## config.mk

```make
export PLATFORM = sky130hd
export DESIGN_NAME = evt_profile_cmp
export DESIGN_NICKNAME = d
export VERILOG_FILES = /design/src/rtl/evt_cmp_pkg.sv /design/src/rtl/evt_snapshot.sv /design/src/rtl/evt_dev_eval.sv /design/src/rtl/evt_seq_ctrl.sv /design/src/rtl/evt_profile_cmp.sv
export SDC_FILE = /design/constraint.sdc
export NUM_CORES = 2
export LEC_CHECK = 0
export ABC_AREA = 1
export ABC_CLOCK_PERIOD_IN_PS = 18800
export BUFFER_PORTS_ARGS = -buffer_cell sky130_fd_sc_hd__buf_2
export CAP_MARGIN = 25
export CORE_ASPECT_RATIO = 0.6
export CORE_MARGIN = 3
export CORE_UTILIZATION = 55
export DETAILED_ROUTE_END_ITERATION = 7
export GPL_ROUTABILITY_DRIVEN = 0
export PLACE_DENSITY = 0.76
export RECOVER_POWER = 100
export REMOVE_ABC_BUFFERS = 1
export SLEW_MARGIN = 20
export SYNTH_ARGS = -nofsm -noshare
export SYNTH_HDL_FRONTEND = slang
export SYNTH_SLANG_ARGS = --single-unit
```

## constraint.sdc

```tcl
create_clock -name clk -period 18.8 [get_ports clk]
set_input_delay 3.76 -clock clk [delete_from_list [all_inputs] [get_ports clk]]
set_output_delay 3.76 -clock clk [all_outputs]
set_load 0.02 [all_outputs]
```

## src/rtl/evt_cmp_pkg.sv

```systemverilog
package evt_cmp_pkg;

    typedef enum logic [1:0] {
        ST_IDLE = 2'd0,
        ST_EVAL = 2'd1,
        ST_FIN  = 2'd2
    } cmp_state_t;

    typedef enum logic [2:0] {
        EV_INSTR  = 3'd0,
        EV_BRANCH = 3'd1,
        EV_DWRITE = 3'd2,
        EV_IO     = 3'd3,
        EV_FLOP   = 3'd4,
        EV_CALLRT = 3'd5
    } evt_id_t;

    localparam int PCT_SCALE = 100;
    localparam int SCALE_W   = 7;

    function automatic logic [63:0] abs_diff64(input logic [63:0] a, input logic [63:0] b);
        return (a > b) ? (a - b) : (b - a);
    endfunction

endpackage

```

## src/rtl/evt_snapshot.sv

```systemverilog
module evt_snapshot #(
    parameter int N_EVT = 6,
    parameter int CNT_W = 64,
    localparam int BUS_W = N_EVT * CNT_W
) (
    input  logic             clk,
    input  logic             rst,
    input  logic             load,
    input  logic [BUS_W-1:0] meas_in,
    input  logic [BUS_W-1:0] ref_in,
    output logic [BUS_W-1:0] meas_q,
    output logic [BUS_W-1:0] ref_q
);

    for (genvar g = 0; g < N_EVT; g++) begin : g_slot
        always_ff @(posedge clk) begin
            if (rst) begin
                meas_q[g*CNT_W +: CNT_W] <= '0;
                ref_q[g*CNT_W +: CNT_W]  <= '0;
            end else if (load) begin
                meas_q[g*CNT_W +: CNT_W] <= meas_in[g*CNT_W +: CNT_W];
                ref_q[g*CNT_W +: CNT_W]  <= ref_in[g*CNT_W +: CNT_W];
            end
        end
    end

endmodule

```

## src/rtl/evt_dev_eval.sv

```systemverilog
module evt_dev_eval #(
    parameter int CNT_W = 64,
    parameter int PCT_W = 8,
    localparam int MUL_W = (PCT_W > evt_cmp_pkg::SCALE_W) ? PCT_W : evt_cmp_pkg::SCALE_W,
    localparam int CMP_W = CNT_W + MUL_W + 1
) (
    input  logic [CNT_W-1:0] meas,
    input  logic [CNT_W-1:0] refv,
    input  logic [PCT_W-1:0] pct,
    output logic             deviates
);
    import evt_cmp_pkg::*;

    logic [CNT_W-1:0] diff;
    logic [CMP_W-1:0] lhs;
    logic [CMP_W-1:0] rhs;

    always_comb begin
        diff = (meas > refv) ? (meas - refv) : (refv - meas);
        lhs  = CMP_W'(diff) * CMP_W'(PCT_SCALE);
        rhs  = CMP_W'(refv) * CMP_W'(pct);
        deviates = (lhs > rhs);
    end

endmodule

```

## src/rtl/evt_seq_ctrl.sv

```systemverilog
module evt_seq_ctrl #(
    parameter int N_EVT = 6,
    localparam int IDX_W = (N_EVT > 1) ? $clog2(N_EVT) : 1
) (
    input  logic             clk,
    input  logic             rst,
    input  logic             start,
    output logic             accept,
    output logic             busy,
    output logic             eval_vld,
    output logic [IDX_W-1:0] eval_idx,
    output logic             fin,
    output logic             done
);
    import evt_cmp_pkg::*;

    cmp_state_t st;
    logic [IDX_W-1:0] idx_q;

    always_ff @(posedge clk) begin
        if (rst) begin
            st    <= ST_IDLE;
            idx_q <= '0;
            done  <= 1'b0;
        end else begin
            done <= (st == ST_FIN);
            case (st)
                ST_IDLE: begin
                    if (start) begin
                        st    <= ST_EVAL;
                        idx_q <= '0;
                    end
                end
                ST_EVAL: begin
                    if (idx_q == IDX_W'(N_EVT - 1)) begin
                        st <= ST_FIN;
                    end else begin
                        idx_q <= idx_q + 1'b1;
                    end
                end
                ST_FIN:  st <= ST_IDLE;
                default: st <= ST_IDLE;
            endcase
        end
    end

    assign accept   = (st == ST_IDLE) && start;
    assign busy     = (st != ST_IDLE);
    assign eval_vld = (st == ST_EVAL);
    assign eval_idx = idx_q;
    assign fin      = (st == ST_FIN);

endmodule

```

## src/rtl/evt_profile_cmp.sv

```systemverilog
module evt_profile_cmp #(
    parameter int N_EVT   = 6,
    parameter int CNT_W   = 64,
    parameter int PCT_W   = 8,
    parameter int TOL_RST = 5,
    localparam int BUS_W  = N_EVT * CNT_W,
    localparam int IDX_W  = (N_EVT > 1) ? $clog2(N_EVT) : 1
) (
    input  logic             clk,
    input  logic             rst,
    input  logic             start,
    input  logic             tol_wr_en,
    input  logic [PCT_W-1:0] tol_wr_pct,
    input  logic [BUS_W-1:0] meas_cnt,
    input  logic [BUS_W-1:0] ref_cnt,
    output logic [N_EVT-1:0] dev_flags,
    output logic             tamper,
    output logic             done,
    output logic             busy
);

    logic             accept;
    logic             eval_vld;
    logic [IDX_W-1:0] eval_idx;
    logic             fin;
    logic [BUS_W-1:0] snap_meas;
    logic [BUS_W-1:0] snap_ref;
    logic [CNT_W-1:0] sel_meas;
    logic [CNT_W-1:0] sel_ref;
    logic             sel_dev;
    logic [PCT_W-1:0] tol_q;

    evt_seq_ctrl #(.N_EVT(N_EVT)) u_ctrl (
        .clk      (clk),
        .rst      (rst),
        .start    (start),
        .accept   (accept),
        .busy     (busy),
        .eval_vld (eval_vld),
        .eval_idx (eval_idx),
        .fin      (fin),
        .done     (done)
    );

    evt_snapshot #(.N_EVT(N_EVT), .CNT_W(CNT_W)) u_snap (
        .clk     (clk),
        .rst     (rst),
        .load    (accept),
        .meas_in (meas_cnt),
        .ref_in  (ref_cnt),
        .meas_q  (snap_meas),
        .ref_q   (snap_ref)
    );

    always_comb begin
        sel_meas = snap_meas[int'(eval_idx) * CNT_W +: CNT_W];
        sel_ref  = snap_ref[int'(eval_idx) * CNT_W +: CNT_W];
    end

    evt_dev_eval #(.CNT_W(CNT_W), .PCT_W(PCT_W)) u_eval (
        .meas     (sel_meas),
        .refv     (sel_ref),
        .pct      (tol_q),
        .deviates (sel_dev)
    );

    always_ff @(posedge clk) begin
        if (rst) begin
            tol_q <= PCT_W'(TOL_RST);
        end else if (tol_wr_en && !busy) begin
            tol_q <= tol_wr_pct;
        end
    end

    always_ff @(posedge clk) begin
        if (rst) begin
            dev_flags <= '0;
            tamper    <= 1'b0;
        end else if (accept) begin
            dev_flags <= '0;
            tamper    <= 1'b0;
        end else begin
            if (eval_vld) begin
                dev_flags[eval_idx] <= sel_dev;
            end
            if (fin) begin
                tamper <= |dev_flags;
            end
        end
    end

endmodule

```

Word level (Yosys, flattened, before mapping)
Cells that the tools add are included.
Operators by class
  add/subtract/negate cells: 3
  multipliers: 2
  magnitude comparators: 4
  equality and inequality tests: 6
  shift operators: 2
  muxes and demuxes: 10
  reduce and logical (&&, ||, !) cells: 11
Operator list (number)
  indexed part select 384 x 10 -> 64 bit: 2
  subtractor 64 bit: 2
  greater-than comparator 71 x 72 -> 1 bit: 1
  multiplier 64 x 8 -> 72 bit: 1
  multiplier 64 x 5 -> 69 bit (second input constant): 1
  greater-than comparator 64 bit: 1
  two-way mux 64 bit: 1
  bitwise mux 6 bit: 1
  two-way mux 3 bit: 2
  case mux 3 bit (2 select lines): 1
  OR reduction 6 bit: 1
  < comparator 3 x 4 -> 1 bit (second input constant): 1
  two-way mux 2 bit: 2
  inequality test 2 bit (second input constant): 2
  case mux 2 bit (2 select lines): 1
  nonzero test 2 bit: 2
  adder 3 x 1 -> 3 bit (second input constant): 1
  demux 1 bit (select 3 bit): 1
  == test 3 bit (second input constant): 1
  greater-or-equal comparator 3 x 1 -> 1 bit (second input constant): 1
  logical AND 1 bit: 3
  AND reduction 3 bit: 1
  == test 2 x 1 -> 1 bit (second input constant): 1
  == test 2 bit (second input constant): 1
  other kinds (6): 6
Word-level totals
  register bits after elaboration: 789
  bits of input ports: 780
  output and inout port bits: 9
  logic and storage cells: 56

Depth between registers and ports, before layout
  depth after elaboration: 6
  mapped depth: 65
  mapped depth without buffers: 60

Modules after synthesis
Synthesis repeated with hierarchy kept, for this count alone.
Second synthesis, totals
  cells, all modules: 13247
  area total of the unflattened synthesis: 78759.3 um^2
Modules (own cells, without submodules)
  evt_dev_eval: times used 1, cells each 5931, area each 36856.6 um^2, seq. area each 0.0 um^2
  evt_snapshot: times used 1, cells each 4865, area each 31401.4 um^2, seq. area each 15374.7 um^2
  evt_profile_cmp: times used 1, cells each 2410, area each 10214.8 um^2, seq. area each 300.3 um^2
  evt_seq_ctrl: times used 1, cells each 41, area each 286.5 um^2, seq. area each 120.1 um^2

Worst setup path before layout
Ideal clock, no wire load.
  path type: register to register
  start point: reg u_ctrl.idx_q[0] (netlist: u_ctrl.eval_idx[0])
  end point: reg dev_flags[0]
  setup time: 70 ps
  data arrival time: 8362 ps
  data required time: 18730 ps
  setup slack: 10368 ps
  stages on the path, launching flop included: 60
  buffers on the path: 6
  period minus slack after synthesis: 8432 ps
  cells stage by stage: dfxtp_1 > buf_2 > inv_1 > clkbuf_1 > clkbuf_1 > clkbuf_1 > clkbuf_1 > or2_2 > a31oi_1 > ha_1 > inv_1 > fa_1 > inv_1 > o21ai_1 > a21oi_2 > o21ai_2 > a21oi_2 > o21ai_2 > [24 not listed] > ha_1 > nand3_1 > nor2_1 > nand3_1 > inv_1 > and3_1 > nand2_1 > nand2_1 > nand2_1 > nand2_1 > nand2_1 > nand2_1 > nand2_1 > nand2_1 > nand2_1 > nand2_1 > nand3_1 > a21oi_1
On the way
  word-level cells in the longest chain between the ends: 6
  elaborated cells between the ends (all ways): 15
  classes of those cells: 2 x add/sub; 2 x mul; 4 x order compare; 2 x shift; 4 x mux; 1 x reduce/logical
RTL lines
  start, declared: RTL line evt_seq_ctrl.sv:18  | logic [IDX_W-1:0] idx_q;
  start signal, assigned: RTL line evt_seq_ctrl.sv:38  | idx_q <= idx_q + 1'b1;
  indexed part select 384 x 10 -> 64 bit, on equally long branches: RTL line evt_profile_cmp.sv:57, evt_profile_cmp.sv:56
  subtractor 64 bit / greater-than comparator 64 bit (equally long branches): RTL line evt_dev_eval.sv:19  | diff = (meas > refv) ? (meas - refv) : (refv - meas);
  two-way mux 64 bit: RTL line evt_dev_eval.sv:19
  multiplier 64 x 5 -> 69 bit: RTL line evt_dev_eval.sv:20  | lhs = CMP_W'(diff) * CMP_W'(PCT_SCALE);
  greater-than comparator 71 x 72 -> 1 bit: RTL line evt_dev_eval.sv:22  | deviates = (lhs > rhs);
  bitwise mux 6 bit *: RTL line evt_profile_cmp.sv:84  | dev_flags[eval_idx] <= sel_dev;
  end signal, assigned by index: RTL line evt_profile_cmp.sv:84
  end, declared: RTL line evt_profile_cmp.sv:16  | output logic [N_EVT-1:0] dev_flags,
Mark *: on every way between the ends. The rest lies on a longest branch, timed or not.
A chain may end at the register's enable or synchronous reset.

Final worst setup path
  start point: in start
  end point: reg u_snap.ref_q[8]
On the way
  word-level cells in the longest chain between the ends: 1
RTL lines
  start, declared: RTL line evt_profile_cmp.sv:11  | input logic start,
  logical AND 1 bit: RTL line evt_seq_ctrl.sv:47  | assign accept = (st == ST_IDLE) && start;
  end signal, assigned by index: RTL line evt_snapshot.sv:22  | ref_q[g*CNT_W +: CNT_W] <= ref_in[g*CNT_W +: CNT_W];
  end, declared: RTL line evt_snapshot.sv:12  | output logic [BUS_W-1:0] ref_q
Every way passes these cells.

==> results.yml <==
setup_path:
  rrSetupSlack_ns: 6.22
  critPathRequiredTime_ns: 19.40
  path_class: "primary input to flip-flop"
  r2r-start: "u_ctrl.eval_idx[0]$_SDFFE_PP0P_"
  crit_arrival_ns: 15.63
  timing.rr.end: "dev_flags[4]$_SDFFE_PP0P_"
  reg2reg_depth: 53
  cp-start-kind: "primary input"
  cp-end-kind: "flip-flop"
  crit_fanout: 114
sta:
  fin_crit_sh_pct: 80.0
  final_hold_viol_count: 0
  fmax_mhz: 66.5
  period_minus_slack_ns: 15.03
  skew_ns: 0.0532
  rsz0062_at_grt: "no"
  slew_viol_final: 1199
  setup_violations: 0
  max_slew.worst_pin.slew_ns: 5.40
  slew_headroom_pct: -260
  setup_tns_ns: 0
final_layout:
  mostFrequentLayoutCells: "nor2_1, inv_1, o21ai_0, nand2_1, dfxtp_1"
  final_area_um2: 74500
  post-route-util_pct: 61.9
  final_common_cell: "nor2_1"
  layout.cells.non_filler: 12100
  syn_to_final_growth_pct: 10.7
  seqCellArea_um2: 15800
  nFillCells: 10900
  fin_nets: 12100
  drive_above_1_share_pct: 12.2
  multiInputGateArea_um2: 44300
synth:
  synth_cell_type_count: 49
  synthAdderAreaFrac_pct: 21.9
  avgSynthCellArea_um2: 6.77
  synth_edf_count: 0
  synth_top_flop_cell: "dfxtp_1"
  syn_area_um2: 67300
  yosys.area_share.simple_pct: 22.5
  ys_ff_latch: 789
  syn_inst: 9945
  synth_top_area_share_pct: 23.5
  synth_mux_area_share_pct: 0.0149
  synth_top_family_by_area: "simple AND/OR/NAND/NOR gates"
  synthXorXnorAreaFrac_pct: 3.08
  yosys-top-cells-area: "dfxtp_1, fa_1, nor2_1, o21ai_0, ha_1"
  synth-seq-area-share_pct: 23.5
  synthArstFlopShare_pct: 0
  synth_top_cell_by_area: "dfxtp_1"
  synth_compound_gate_area_share_pct: 18.3
  synth_warnings: 0
die:
  rows: 98
  die_w_um: 458
  initial_core_util_pct: 56.0
  coreArea_um2: 120000
  die_h_um: 277
  ios: 789
  dieArea_um2: 127000
clock_tree:
  cts_sinks: 789
  cts_setup_buffers: 0
  ctsHoldBuffers: 0
  insertion_delay_ns: 0.70
  clockBufferDepth: 3
  clkTransAtPathRegs_ns: 0.06
  cts_root_buffer: "clkbuf_16"
  cts_tree: "built"
  cts_resized: 0
  htree_num_levels: 3
  cts_buffers: 74
grt:
  grt_pass1_wl_um: 369000
  grt_overflow: 0
  grt_pass1_vias: 65900
  grt_max_degree: 225
  grt_usage_pct: 36.8
  grt_antenna_before_repair: 5
run:
  drv_cap: 13
routing:
  route.detailed.drc: 269
  wirelength_um: 243000
  vias: 70200
  wl_per_cell_um: 20.2
  drtIter0Drc: 9512
  avgViaCountPerCell: 5.83
  dr.pass1.iters: 8
  drtAntennaViolNets: 0
worst_hold_path:
  hold_depth: 2
  holdCritStartpoint: "u_snap.ref_q[64]$_SDFFE_PP0P_"
  min_path_type: "flip-flop to flip-flop"
  min_to: "u_snap.ref_q[64]$_SDFFE_PP0P_"
placed_design:
  dpl.hpwl_um: 192000
  dp_cells: 11900
  placed_area_um2: 71900
  port_buffers: 788
status:
  violations: "DRC, capacitance limit, slew limit"
  status: "finished with violations"
## synthesized netlist by cell type, types with 23 or more instances
library cell	number
o22ai_1	126
xnor2_1	66
nor3_1	36
inv_1	1369
inv_2	50
a31oi_1	195
fa_1	433
o21ai_0	1250
o21a_1	37
or2_2	256
nand3_1	81
nor2_1	2212
a21o_1	23
dfxtp_1	789
nand2_1	1171
clkbuf_1	425
ha_1	486
a21oi_1	510
xor2_1	171
o21ai_1	48
## worst max-delay path by stage
stage,from,end,depth (start not counted)
final,start,u_snap.ref_q[8]$_SDFFE_PP0P_,8
after global routing,start,u_snap.ref_q[274]$_SDFFE_PP0P_,8
after CTS,u_ctrl.eval_idx[0]$_SDFFE_PP0P_,dev_flags[0]$_SDFFE_PP0P_,54
after detailed placement,u_ctrl.eval_idx[0]$_SDFFE_PP0P_,dev_flags[0]$_SDFFE_PP0P_,54
after global placement,u_ctrl.eval_idx[0]$_SDFFE_PP0P_,dev_flags[1]$_SDFFE_PP0P_,57
after floorplan,start,tamper$_SDFFE_PP0P_,5
## critical path, cell delays in order
cell	delay, ns
buf_2	0.08
nand2_1	1.03
clkinvlp_2	3.02
clkbuf_1	3.05
clkbuf_1	3.01
buf_4	1.17
nor2_1	0.14
nor2_1	0.14
## registers in the layout, indices dropped and copies added (netlist names)
register,count
u_ctrl.st,2
u_snap.ref_q,384
tol_q,8
tamper,1
u_ctrl.eval_idx,3
u_snap.meas_q,384
u_ctrl.done,1
dev_flags,6
## area by class of cell
type	instances	area share, %
clock inverter	28	0.489
sequential	789	21.2
multi-input combinational	7241	59.5
clock buffer	104	2.87
inverter	1441	7.27
antenna	7	0.0235
timing repair buffer	846	5.96
tap	1600	2.69
## through the flow
stage / hold slack, ns / setup WS [ns]
3_5_place_dp: 0.449 / 6.77
4_1_cts: 0.457 / 6.73
2_1_floorplan: 0.431 / -13.67
3_3_place_gp: 0.442 / 6.97
5_1_grt: 0.465 / 2.92
6_report: 0.456 / 3.77
## cells by family (layout without fill, tap and decap cells)
logic type,after synthesis,count (layout)
and+or+nand+nor,3796,3796
AOI/OAI and AO/OA,2288,2288
buffers and inverters,1915,2419
adders and majority gates,919,919
DFF,789,789
xor gates and xnor gates,237,237
muxes,1,1
other,0,7
## metal layers
layer	track usage [%]	part of all wire [%]	vias up	wire, µm
met5	1.01	0.13	-	322
met4	14.7	4.9	16	11800
met3	12.4	14	755	33700
met2	52.3	40	4476	97000
met1	50.9	41	32600	100000
li1	-	-	32400	-
Power is not shown: default switching activity piles up to over one toggle a cycle in this logic, so the estimate is an artifact.
